===== src/rtl/ext_bank_pkg.sv =====
`timescale 1ns/1ps
package ext_bank_pkg;

    localparam int ADDR_W   = 16;
    localparam int DATA_W   = 8;
    localparam int BANK_W   = 2;
    localparam logic [7:0] SHADOW_PAGE = 8'h03;

    typedef logic [BANK_W-1:0] bank_t;

    typedef enum logic [1:0] {
        MODE_NONE  = 2'd0,
        MODE_IND_Y = 2'd1,
        MODE_IND   = 2'd2
    } ind_mode_e;

    // Per-instruction context captured while the instruction runs
    typedef struct packed {
        logic  trig;
        logic  flat;
        bank_t bank;
        logic  ptr_msb;
    } instr_ctx_t;

    function automatic ind_mode_e decode_mode(input logic [DATA_W-1:0] op);
        case (op[4:0])
            5'b10001: return MODE_IND_Y;
            5'b10010: return MODE_IND;
            default:  return MODE_NONE;
        endcase
    endfunction

    function automatic bank_t bank_step(input bank_t b);
        return b + bank_t'(1);
    endfunction

endpackage


===== src/rtl/ext_sync_tracker.sv =====
`timescale 1ns/1ps
module ext_sync_tracker #(
    parameter int TRACK_LEN = 8
) (
    input  logic                 clk,
    input  logic                 rst,
    input  logic                 cpu_en,
    input  logic                 sync,
    output logic [TRACK_LEN-1:0] stage
);

    // stage[k] marks the (k+1)-th bus cycle after the latest opcode fetch
    always_ff @(posedge clk) begin
        if (rst) begin
            stage <= '0;
        end else if (cpu_en) begin
            if (sync) stage <= TRACK_LEN'(1);
            else      stage <= {stage[TRACK_LEN-2:0], 1'b0};
        end
    end

    AST_STAGE_ONEHOT: assert property (@(posedge clk) disable iff (rst)
        $onehot0(stage));

endmodule


===== src/rtl/ext_page3_mirror.sv =====
`timescale 1ns/1ps
module ext_page3_mirror #(
    parameter int IDX_W   = 8,
    parameter int ENTRY_W = 2
) (
    input  logic               clk,
    input  logic               rst,
    input  logic               we,
    input  logic [IDX_W-1:0]   waddr,
    input  logic [ENTRY_W-1:0] wdata,
    input  logic [IDX_W-1:0]   raddr,
    output logic [ENTRY_W-1:0] rdata
);

    localparam int DEPTH = 1 << IDX_W;

    logic [ENTRY_W-1:0] entry [DEPTH];

    for (genvar i = 0; i < DEPTH; i++) begin : g_entry
        always_ff @(posedge clk) begin
            if (rst)                            entry[i] <= '0;
            else if (we && waddr == IDX_W'(i))  entry[i] <= wdata;
        end
    end

    assign rdata = entry[raddr];

    AST_MIRROR_HOLD: assert property (@(posedge clk) disable iff (rst)
        !we |=> (raddr != $past(raddr) || rdata == $past(rdata)));

endmodule


===== src/rtl/ext_bank_ctrl.sv =====
`timescale 1ns/1ps
module ext_bank_ctrl
    import ext_bank_pkg::*;
#(
    parameter int TRACK_LEN   = 8,
    parameter int APPLY_STAGE = 3
) (
    input  logic                 clk,
    input  logic                 rst,
    input  logic                 cpu_en,
    input  logic                 sync,
    input  logic                 addr_msb,
    input  logic [DATA_W-1:0]    data,
    input  logic                 turbo_en,
    input  logic                 flat_mode,
    input  logic [TRACK_LEN-1:0] stage,
    input  bank_t                mirror_rdata,
    output logic [DATA_W-1:0]    mirror_raddr,
    output bank_t                ext_addr,
    output logic                 rdy
);

    localparam int OPER_STAGE  = 0;
    localparam int PTRHI_STAGE = APPLY_STAGE - 1;

    instr_ctx_t ctx;
    logic       active;
    logic       stall_done;
    logic       apply_on;
    logic       carry;

    // Pointer high byte lives at operand + 1 (wraps in zero page)
    assign mirror_raddr = data + 1'b1;

    always_comb begin
        apply_on = turbo_en && active && !sync;
        carry    = ctx.flat && ctx.ptr_msb && !addr_msb;
        rdy      = !(apply_on && carry && !stall_done);
        ext_addr = '0;
        if (apply_on)
            ext_addr = (carry && stall_done) ? bank_step(ctx.bank) : ctx.bank;
    end

    always_ff @(posedge clk) begin
        if (rst) begin
            ctx        <= '0;
            active     <= 1'b0;
            stall_done <= 1'b0;
        end else if (cpu_en) begin
            if (sync) begin
                ctx.trig   <= (decode_mode(data) != MODE_NONE);
                ctx.flat   <= flat_mode;
                active     <= 1'b0;
                stall_done <= 1'b0;
            end else begin
                if (stage[OPER_STAGE])
                    ctx.bank <= mirror_rdata;
                if (stage[PTRHI_STAGE]) begin
                    ctx.ptr_msb <= data[DATA_W-1];
                    active      <= ctx.trig;
                end
                if (!rdy)
                    stall_done <= 1'b1;
            end
        end
    end

    AST_STALL_SINGLE: assert property (@(posedge clk) disable iff (rst)
        (cpu_en && !rdy) |=> rdy);

    AST_CARRY_STEP: assert property (@(posedge clk) disable iff (rst)
        (cpu_en && !rdy) |=> (!$stable(addr_msb) || !turbo_en || sync ||
                               ext_addr == bank_step($past(ext_addr))));

    AST_EARLY_ZERO: assert property (@(posedge clk) disable iff (rst)
        (|stage[APPLY_STAGE-1:0]) |-> ext_addr == '0);

    AST_TURBO_GATE: assert property (@(posedge clk) disable iff (rst)
        !turbo_en |-> (ext_addr == '0 && rdy));

endmodule


===== src/rtl/ext_bank_gen.sv =====
`timescale 1ns/1ps
module ext_bank_gen
    import ext_bank_pkg::*;
#(
    parameter int TRACK_LEN   = 8,
    parameter int APPLY_STAGE = 3
) (
    input  logic              clk,
    input  logic              rst,
    input  logic              cpu_en,
    input  logic [ADDR_W-1:0] addr,
    input  logic [DATA_W-1:0] data,
    input  logic              sync,
    input  logic              rw,
    input  logic              turbo_en,
    input  logic              flat_mode,
    output logic [BANK_W-1:0] ext_addr,
    output logic              rdy
);

    localparam int PAGE_W = ADDR_W - DATA_W;

    logic [TRACK_LEN-1:0] stage;
    logic [DATA_W-1:0]    mirror_raddr;
    bank_t                mirror_rdata;
    bank_t                bank_out;
    logic                 mirror_we;

    ext_sync_tracker #(.TRACK_LEN(TRACK_LEN)) u_tracker (
        .clk    (clk),
        .rst    (rst),
        .cpu_en (cpu_en),
        .sync   (sync),
        .stage  (stage)
    );

    // Snoop completed writes to the shadowed page of bank 0
    assign mirror_we = cpu_en && !rw && rdy && (bank_out == '0) &&
                       (addr[ADDR_W-1:DATA_W] == PAGE_W'(SHADOW_PAGE));

    ext_page3_mirror #(.IDX_W(DATA_W), .ENTRY_W(BANK_W)) u_mirror (
        .clk   (clk),
        .rst   (rst),
        .we    (mirror_we),
        .waddr (addr[DATA_W-1:0]),
        .wdata (data[BANK_W-1:0]),
        .raddr (mirror_raddr),
        .rdata (mirror_rdata)
    );

    ext_bank_ctrl #(.TRACK_LEN(TRACK_LEN), .APPLY_STAGE(APPLY_STAGE)) u_ctrl (
        .clk          (clk),
        .rst          (rst),
        .cpu_en       (cpu_en),
        .sync         (sync),
        .addr_msb     (addr[ADDR_W-1]),
        .data         (data),
        .turbo_en     (turbo_en),
        .flat_mode    (flat_mode),
        .stage        (stage),
        .mirror_rdata (mirror_rdata),
        .mirror_raddr (mirror_raddr),
        .ext_addr     (bank_out),
        .rdy          (rdy)
    );

    assign ext_addr = bank_out;

    AST_RESET_CLEAR: assert property (@(posedge clk)
        rst |=> (ext_addr == '0 && rdy));

endmodule


===== config.mk =====
export PLATFORM = sky130hd
export DESIGN_NAME = ext_bank_gen
export DESIGN_NICKNAME = d
export VERILOG_FILES = /design/src/rtl/ext_bank_pkg.sv /design/src/rtl/ext_sync_tracker.sv /design/src/rtl/ext_page3_mirror.sv /design/src/rtl/ext_bank_ctrl.sv /design/src/rtl/ext_bank_gen.sv
export SDC_FILE = /design/constraint.sdc
export NUM_CORES = 1
export LEC_CHECK = 0
export CELL_PAD_IN_SITES_DETAIL_PLACEMENT = 1
export CELL_PAD_IN_SITES_GLOBAL_PLACEMENT = 1
export CORE_ASPECT_RATIO = 1.5
export CORE_MARGIN = 5
export CORE_UTILIZATION = 55
export CTS_CLUSTER_SIZE = 10
export DETAILED_ROUTE_END_ITERATION = 6
export GPL_TIMING_DRIVEN = 0
export HOLD_SLACK_MARGIN = 0.03
export PLACE_DENSITY = 0.82
export SLEW_MARGIN = 20
export SYNTH_ARGS = -nofsm -noshare
export SYNTH_HDL_FRONTEND = slang
export SYNTH_SLANG_ARGS = --single-unit

===== constraint.sdc =====
create_clock -name clk -period 7.3 [get_ports clk]
set_input_delay 2.19 -clock clk [delete_from_list [all_inputs] [get_ports clk]]
set_output_delay 2.19 -clock clk [all_outputs]
set_load 0.02 [all_outputs]

== After elaboration in Yosys (flattened, before gate mapping) ==
Memories as Yosys holds them, arrays and structs flattened. A register that Yosys moved wholly into a read port is not among the register bits.
Cells that the tools add are included.
Widths: inputs -> output; s select.

* Add/sub/neg operators: 2
* Equal/unequal tests: 258
* Multiplexer cells: 1037
* Bitwise operators: 257
* Reductions and logical operators: 282

{| class="wikitable"
|+ Operator list
! cell !! count
|-
| $eq 8x8->1 const B || 128
|-
| $mux 1 || 774
|-
| $mux 2 || 261
|-
| $eq 8x7->1 const B || 64
|-
| $logic_and 1x1->1 || 267
|-
| $eq 8x6->1 const B || 32
|-
| $or 1x1->1 || 256
|-
| $eq 8x5->1 const B || 16
|-
| $eq 8x4->1 const B || 8
|-
| $eq 8x3->1 const B || 4
|-
| $eq 8x2->1 const B || 3
|-
| $eq 5x5->1 const B || 2
|-
| $add 8x1->8 const B || 1
|-
| $eq 8x1->1 const B || 1
|-
| $logic_not 8->1 || 1
|-
| $reduce_and 2->1 || 3
|-
| $reduce_and 3->1 || 2
|-
| $reduce_bool 2->1 || 3
|-
| $logic_not 1->1 || 5
|-
| $pmux 2 s2 || 1
|-
| $mux 3 || 1
|-
| $add 2x1->2 const B || 1
|-
| $logic_not 2->1 || 1
|-
| $not 1->1 || 1
|}

* Bits in registers: 8
* RAM bits: 512
* Output and inout bits: 3
* Logic and storage cells: 1843
* Memories kept: 1

{| class="wikitable"
|+ Memories
! memory !! words !! bits a word !! read ports !! clocked after Yosys merged registers in !! wr ports !! RTL line !! text
|-
| u_mirror.entry || 256 || 2 || 1 || 1 || 256 || ext_page3_mirror.sv:17 || <nowiki>logic [ENTRY_W-1:0] entry [DEPTH];</nowiki>
|}

== Longest topological paths before layout ==
Gate-level depths: netlist of run 1.

* Depth after elaboration: 13
* Depth in mapped cells: 16

== By module ==
From an unflattened synthesis of run 1, not the netlist that was laid out.

* Cell total of the unflattened synthesis: 2095
* Area total of the unflattened synthesis: 25635.8 um^2

{| class="wikitable"
|+ By module, submodules not included
! module !! times used !! cells each !! area an instance (um^2) !! seq. area each (um^2)
|-
| ext_page3_mirror || 1 || 1995 || 24782.5 || 15374.7
|-
| ext_bank_ctrl || 1 || 62 || 496.7 || 140.1
|-
| ext_sync_tracker || 1 || 33 || 320.3 || 160.2
|-
| ext_bank_gen || 1 || 5 || 36.3 || 0.0
|}

== Worst setup path after synthesis of run 1 ==
OpenSTA, ideal clock, no wires.

* Path type: input -> register
* Start point: in data[0]
* End point: reg, netlist name u_ctrl.ctx[1]
* Arrival time: 5.291 ns
* Data required time: 7.173 ns
* Slack: 1.883 ns
* Stages: 14
* Buffers on the path: 7
* Cell sequence: buf_4 > buf_6 > buf_4 > clkinv_1 > clkbuf_1 > ha_1 > buf_2 > buf_2 > clkbuf_1 > mux4_2 > a221oi_2 > nand2_1 > a311oi_1 > nor3_2

* Word-level cells in the longest chain between the ends: 1

{| class="wikitable"
|+ RTL lines
! what !! RTL line !! text
|-
| start, declared || ext_bank_gen.sv:12 || <nowiki>input logic [DATA_W-1:0] data,</nowiki>
|-
| $add 8x1->8 || ext_bank_ctrl.sv:33 || <nowiki>assign mirror_raddr = data + 1'b1;</nowiki>
|}

No other way between the ends.
A chain may end at the register's enable or synchronous reset.

== Worst setup path in the final report of run 1 ==
* Start point: in data[0]
* End point: reg, netlist name u_ctrl.ctx[1]

* Word-level cells in the longest chain between the ends: 1

{| class="wikitable"
|+ RTL lines
! what !! RTL line
|-
| $add 8x1->8 || ext_bank_ctrl.sv:33
|}

No other way between the ends.

==> impl_metrics.json, run 1 <==
{
  "first_pass_iters": 7,
  "finalCritPeriodShare_pct": 100,
  "min_path_type": "reg2reg",
  "rows": 96,
  "cp.required_ps": 7790,
  "hold_viol": 0,
  "synth_common_cells": "nor2_1 (541), edfxtp_1 (512), o21bai_1 (258)",
  "multi_input_area_mm2": 0.00894,
  "seq_area_mm2": 0.0156,
  "routed_wl_um": 108000,
  "post_cts_buffers": 0,
  "antenna_found_initial": 4,
  "relSlewSlack_pct": 7.07,
  "async_flop_share_pct": 0,
  "syn_area_per_cell_um2": 12.8,
  "violations": "design-rule violations, negative setup slack",
  "clk_path_buf_depth": 3,
  "critPathMaxFanout": 11,
  "num_vias": 19900,
  "status": "complete, but fails checks",
  "drv_slew": 0,
  "synth_nets": 2029,
  "pwr_density_cell_mw_per_mm2": 244,
  "worst_slack_ps": -35.3,
  "dpl.hpwl_um": 74800,
  "startpoint_type": "input port",
  "htreeDepth": 2,
  "post_drt_wl_per_cell_um": 40.3,
  "reg2reg_depth": 8,
  "p_leak_nw": 8.42,
  "post-synth-top-area-fraction_pct": 60.3,
  "ys.warnings.count": 0,
  "fp.dieH_um": 274,
  "yosysUniqueCellTypes": 66,
  "port_buffers": 26,
  "critPathKind": "in2reg",
  "grt_first_pass_wirelength_um": 150000,
  "clock-root-buffer": "clkbuf_16",
  "drtIter0Drc": 2952,
  "grt_max_degree": 20,
  "max_cap_violations": 0,
  "overflow": 0,
  "synth_edf_count": 512,
  "rsz0062_at_grt": "false",
  "ys.flop_type": "edfxtp_1",
  "die_x_um": 186,
  "whs_ps": 480,
  "syn_to_final_growth_pct": 10.5,
  "drc": 9,
  "endpoint_kind": "register",
  "fillers": 4482,
  "clock_skew_ps": 22.5,
  "io_pins": 34,
  "final-setup-viol-count": 1,
  "max_freq_mhz": 136,
  "preCtsSetupSlack_ps": -1520,
  "die_area_mm2": 0.0509,
  "min_delay_path_depth": 2,
  "synthesis.area_mm2": 0.0255,
  "post-route-min-period_ps": 7340,
  "cts.clk_slew.worst_paths_ps": 70,
  "initial_core_util_pct": 55.6,
  "antenna_left": 0,
  "finalPower_mw": 6.87,
  "numCtsBuffers": 58,
  "critPathArrivalTime_ps": 7820,
  "ir_drop_uv": 220,
  "tightestPinTransition_ps": 1390,
  "cts_sinks": 522,
  "yosys_register_bits": 522,
  "place_congestion": 1.01,
  "fin_nets": 2119,
  "tritoncts": "done",
  "synth_top_area_cell": "edfxtp_1",
  "vias_per_cell": 7.41,
  "ys_seq_area_share_pct": 61.1,
  "synthTopCellsByArea": "edfxtp_1 (60%), mux4_2 (10%), nor2_1 (8.0%), o21bai_1 (7.6%), clkbuf_1 (2.4%)",
  "track_usage_pct": 42.6,
  "yosysMostFrequentCell": "nor2_1",
  "worstSkewPairLatency_ps": 630,
  "core-area_mm2": 0.0459,
  "drive_gt1_share_pct": 12.4,
  "first_global_vias": 20800,
  "syn_inst": 1995
}
-- critical path, stage by stage --
cell and delay [ps]:
clkdlybuf4s50_1 630, buf_4 310, buf_6 330, buf_4 390, clkinvlp_4 370, buf_2 400, ha_1 420, buf_2 400
buf_4 390, buf_4 410, mux4_2 390, a221oi_2 330, nand2_1 220, a311oi_1 480, nor3_2 90
-- through the flow --
step | std cells | TNS, ps | util [%] | cell area, µm²
after floorplan | 1995 | 0 | - | 25500
after detailed placement | 2613 | -2760 | 57.9 | 26600
after CTS | 2685 | 0 | 61.3 | 28100
after global routing | 2686 | 0 | 61.4 | 28200
after global placement | 2609 | -2940 | 57.8 | 26500
final | 2688 | -35.3 | 61.4 | 28200
-- state kept, by name, summed over array words and instances, names as in the netlist --
name / cells
u_ctrl.ctx: 5
u_mirror.entry: 512
u_ctrl.active: 1
u_ctrl.stall_done: 1
u_tracker.stage: 3
-- logic make-up after synthesis --
logic type	after synthesis	synth area share (%)
AO/OA/AOI/OAI	334	9.74
XOR/XNOR	8	0.348
adder cells (fa/ha/maj)	3	0.147
buffers and inverters	221	3.94
flip-flops	522	61.1
multiplexers	156	12.7
AND/OR/NAND/NOR	751	12.1
-- what timing repair did --
item                                    CTS  global route
gates resized for setup                   9             5
endpoints found under the setup margin    2             2
hold buffers                              0             0
-- cell usage in the layout, fill, tap and decap left out, types with 5 or more instances in the layout --
cell             synthesis  layout
buf_4                   11      13
nor2_1                 541     540
buf_6                    5       9
a311oi_1                 8       8
o21ai_0                 10      10
a21oi_1                 13      13
and3_1                   7       7
nor3_1                   6       6
clkbuf_2                 0      18
clkbuf_16                0      59
nor2b_1                 11      11
nand4_1                 11      11
mux2_2                   8       8
mux4_1                  14      14
mux2i_1                 17      17
buf_1                   23      20
o21bai_1               258     258
buf_12                   5       5
a22oi_1                  6       6
clkdlybuf4s50_1          0      26
mux4_2                 114     114
dfxtp_1                 10      10
edfxtp_1               512     512
buf_2                   12      14
clkbuf_1               160     148
nand2_1                100     100
nand3_1                 43      43
-- power by group --
part           internal, mW  switching (mW)  total [mW]
combinational         0.294           0.486       0.779
clock                  1.44            1.17        2.61
sequential             3.43          0.0528        3.48
total                  5.16            1.71        6.87
-- area by class of cell --
cell class                      count  share of cell area (%)
Tap cell                          588                    2.61
Clock inverter                      3                   0.142
Inverter                            5                  0.0799
Multi-Input combinational cell   1252                    31.7
Clock buffer                       70                    5.38
Antenna cell                        2                  0.0178
Timing Repair Buffer               31                    1.14
Buffer                            215                    3.64
Sequential cell                   522                    55.3
-- per-layer routing --
metal | track usage, % | vias to the layer above | wire length [µm]
met3 | 11.4 | 708 | 12700
met1 | 46.4 | 9918 | 32200
met2 | 66.9 | 1806 | 50200
li1 | - | 7480 | -
met5 | 0 | - | 0
met4 | 39.0 | 0 | 13200
-- worst paths after layout --
| kind | from | end | slack [ps] |
|---|---|---|---|
| setup / recovery | data[0] | u_ctrl.ctx[1]$_SDFFE_PP0P_ | -40 |
| hold / removal | u_ctrl.ctx[3]$_SDFFE_PP0P_ | u_ctrl.ctx[3]$_SDFFE_PP0P_ | 480 |
| setup reg to reg | u_ctrl.ctx[1]$_SDFFE_PP0P_ | u_mirror.entry[118][1]$_SDFFCE_PN0P_ | 3640 |
| hold reg to reg | u_ctrl.ctx[3]$_SDFFE_PP0P_ | u_ctrl.ctx[3]$_SDFFE_PP0P_ | 480 |
(Power assumes the default switching activity.)
==> run 2: changes to the inputs <==
--- a/config.mk
+++ b/config.mk
@@ -9,12 +9,13 @@
 export CELL_PAD_IN_SITES_GLOBAL_PLACEMENT = 1
 export CORE_ASPECT_RATIO = 1.5
 export CORE_MARGIN = 5
-export CORE_UTILIZATION = 55
+export CORE_UTILIZATION = 50
 export CTS_CLUSTER_SIZE = 10
 export DETAILED_ROUTE_END_ITERATION = 6
 export GPL_TIMING_DRIVEN = 0
 export HOLD_SLACK_MARGIN = 0.03
-export PLACE_DENSITY = 0.82
+export PLACE_DENSITY = 0.76
+export RECOVER_POWER = 50
 export SLEW_MARGIN = 20
 export SYNTH_ARGS = -nofsm -noshare
 export SYNTH_HDL_FRONTEND = slang
==> run 2 against run 1 <==
  * Worst setup slack better by 1.9 ps
  * Maximum frequency hardly changed
  * Largest cell class unchanged
  * Combinational power is 0.6% lower
  * The run ends with negative setup slack left
  * Critical path type unchanged
  * Power is 0.86% higher
  * Design area is 0.33% higher
  * Critical endpoint is now u_ctrl.ctx[2]$_SDFFE_PP0P_
  * Largest power group unchanged
==> impl_metrics.json, run 2 (same netlist as run 1, synthesis figures left out) <==
{
  "status": "complete, but fails checks",
  "violations": "negative setup slack",
  "p_sw_mw": 1.73,
  "routed_wl_um": 109000,
  "worstPathCellList": "clkdlybuf4s50_1 -> buf_4 -> buf_6 -> buf_4 -> clkinvlp_4 -> clkbuf_4 -> ha_1 -> buf_2 -> buf_4 -> buf_4 -> mux4_2 -> mux2i_1 -> a311oi_1 -> a211oi_1 -> nor4_2",
  "grt_max_degree": 16,
  "clock-root-buffer": "clkbuf_16",
  "reg2reg_depth": 9,
  "cp.required_ps": 7780,
  "p_comb_share_pct": 11.2,
  "final-setup-viol-count": 1,
  "worst_path_max_delay_cell": "clkdlybuf4s50_1",
  "hold_viol": 0,
  "port_buffers": 26,
  "first_global_vias": 20300,
  "ir_drop_uv": 189,
  "critPathMaxFanout": 10,
  "drive_gt1_share_pct": 12.1,
  "seq_area_mm2": 0.0156,
  "min_path_type": "reg2reg",
  "cts_sinks": 522,
  "p_leak_nw": 8.42,
  "die_area_mm2": 0.0557,
  "endpoint_kind": "register",
  "rows": 101,
  "rsz0062_at_grt": "false",
  "switching_share_pct": 25.0,
  "post_drt_wl_per_cell_um": 39.2,
  "syn_to_final_growth_pct": 10.9,
  "largest_reg_flops": 512,
  "die_x_um": 194,
  "core-area_mm2": 0.0505,
  "cp_slowest_stage_delay_ps": 600,
  "min_delay_path_depth": 2,
  "reg_top3": "u_mirror.entry (512), u_ctrl.ctx (5), u_tracker.stage (3)",
  "drv_slew": 0,
  "post-route-min-period_ps": 7330,
  "max_freq_mhz": 136,
  "pwr_density_cell_mw_per_mm2": 245,
  "overflow": 0,
  "layout_commonest_cell": "nor2_1",
  "place_congestion": 1.02,
  "tritoncts": "done",
  "p_clk_share_pct": 38.6,
  "pwr-share-seq_pct": 50.2,
  "first_pass_iters": 6,
  "p_int_mw": 5.20,
  "drc": 0,
  "relSlewSlack_pct": 1.68,
  "fin_tns_setup_ps": -33.4,
  "post_cts_buffers": 0,
  "finalPower_mw": 6.93,
  "clock_skew_ps": 20.7,
  "clk_path_buf_depth": 3,
  "critPathKind": "in2reg",
  "worstSkewPairLatency_ps": 630,
  "fillers": 5120,
  "critPathMostFrequentCell": "buf_4",
  "track_usage_pct": 38.3,
  "stdcell_count": 2778,
  "final_cell_mix": "nor2_1 (541), edfxtp_1 (512), o21bai_1 (258)",
  "worst_slack_ps": -33.4,
  "regMostFlops": "u_mirror.entry",
  "tightestPinTransition_ps": 1470,
  "fin_nets": 2116,
  "multi_input_area_mm2": 0.00894,
  "drtIter0Drc": 2881,
  "max_cap_violations": 0,
  "critPathArrivalTime_ps": 7810,
  "numCtsBuffers": 58,
  "grt_first_pass_wirelength_um": 149000,
  "num_vias": 19600,
  "dpl.hpwl_um": 74300,
  "startpoint_type": "input port",
  "antenna_found_initial": 1,
  "finalCritPeriodShare_pct": 100,
  "io_pins": 34,
  "htreeDepth": 2,
  "antenna_left": 0,
  "post-place-cells": 2690,
  "vias_per_cell": 7.06,
  "fp.dieH_um": 287,
  "initial_core_util_pct": 50.5,
  "cts.clk_slew.worst_paths_ps": 60
}
[run 2: cell types whose count changed in the layout (fill, tap and decap cells not counted), sizes merged]
cell / previous run / this run
clkdlybuf4s50: 26 / 24
clkbuf: 228 / 247
buf: 62 / 50
inv: 4 / 6
dlygate4sd3: 0 / 2
bufinv: 0 / 1
clkinvlp: 2 / 1
[run 2: power groups by stage]
stage	combinational [mW]	sequential (mW)	clock, mW
floorplan	0.459	3.51	0
global placement	0.729	3.53	0
detailed placement	0.743	3.54	0
CTS	0.749	3.48	2.65
global route	0.776	3.49	2.79
finish	0.774	3.48	2.68
[run 2: metal layers]
metal	vias to the layer above	global-route usage, %	share of wire (%)	wire length (µm)
li1	7516	-	-	-
met2	1630	62.3	47	50700
met1	9860	42.4	31	33400
met3	594	7.26	11	11700
met5	-	0	0	0
met4	0	34.9	12	13000
[run 2: final timing paths]
check        slack, ps                       start                                   end
max reg2reg       3350  u_ctrl.ctx[2]$_SDFFE_PP0P_  u_mirror.entry[227][1]$_SDFFCE_PN0P_
max                -30                     data[0]            u_ctrl.ctx[2]$_SDFFE_PP0P_
min                480  u_ctrl.ctx[3]$_SDFFE_PP0P_            u_ctrl.ctx[3]$_SDFFE_PP0P_
min reg2reg        480  u_ctrl.ctx[3]$_SDFFE_PP0P_            u_ctrl.ctx[3]$_SDFFE_PP0P_
[run 2: cell type report]
type / instances / share of cell area, %
clock inverter: 5 / 0.243
multi-input combinational: 1252 / 31.6
sequential: 522 / 55.1
buffer: 216 / 3.66
inverter: 5 / 0.0796
tap: 669 / 2.96
antenna: 2 / 0.0177
clock buffer: 80 / 5.42
timing repair buffer: 27 / 0.934
[run 2: through the flow]
step	hold slack (ps)	area, µm²	setup slack (ps)	util (%)
after CTS	483	28300	78.4	55.9
after floorplan	437	25500	1880	-
after detailed placement	475	26700	-1520	52.7
after global placement	453	26600	-1830	52.6
after global routing	514	28300	113	55.9
final	482	28300	-33.4	55.9
[run 2: critical path: cells and delay by family]
kind,cells,cell delay [ps]
AOI/OAI and AO/OA,2,700
adders and majority gates,1,410
buffers and inverters,9,3600
muxes,2,770
and+or+nand+nor,1,90
[run 2: timing repair]
action                                  4_1_cts  5_1_grt
hold buffers                                  0        0
cloned                                        0        0
endpoints found under the setup margin        2        2
resized for setup                            12        2
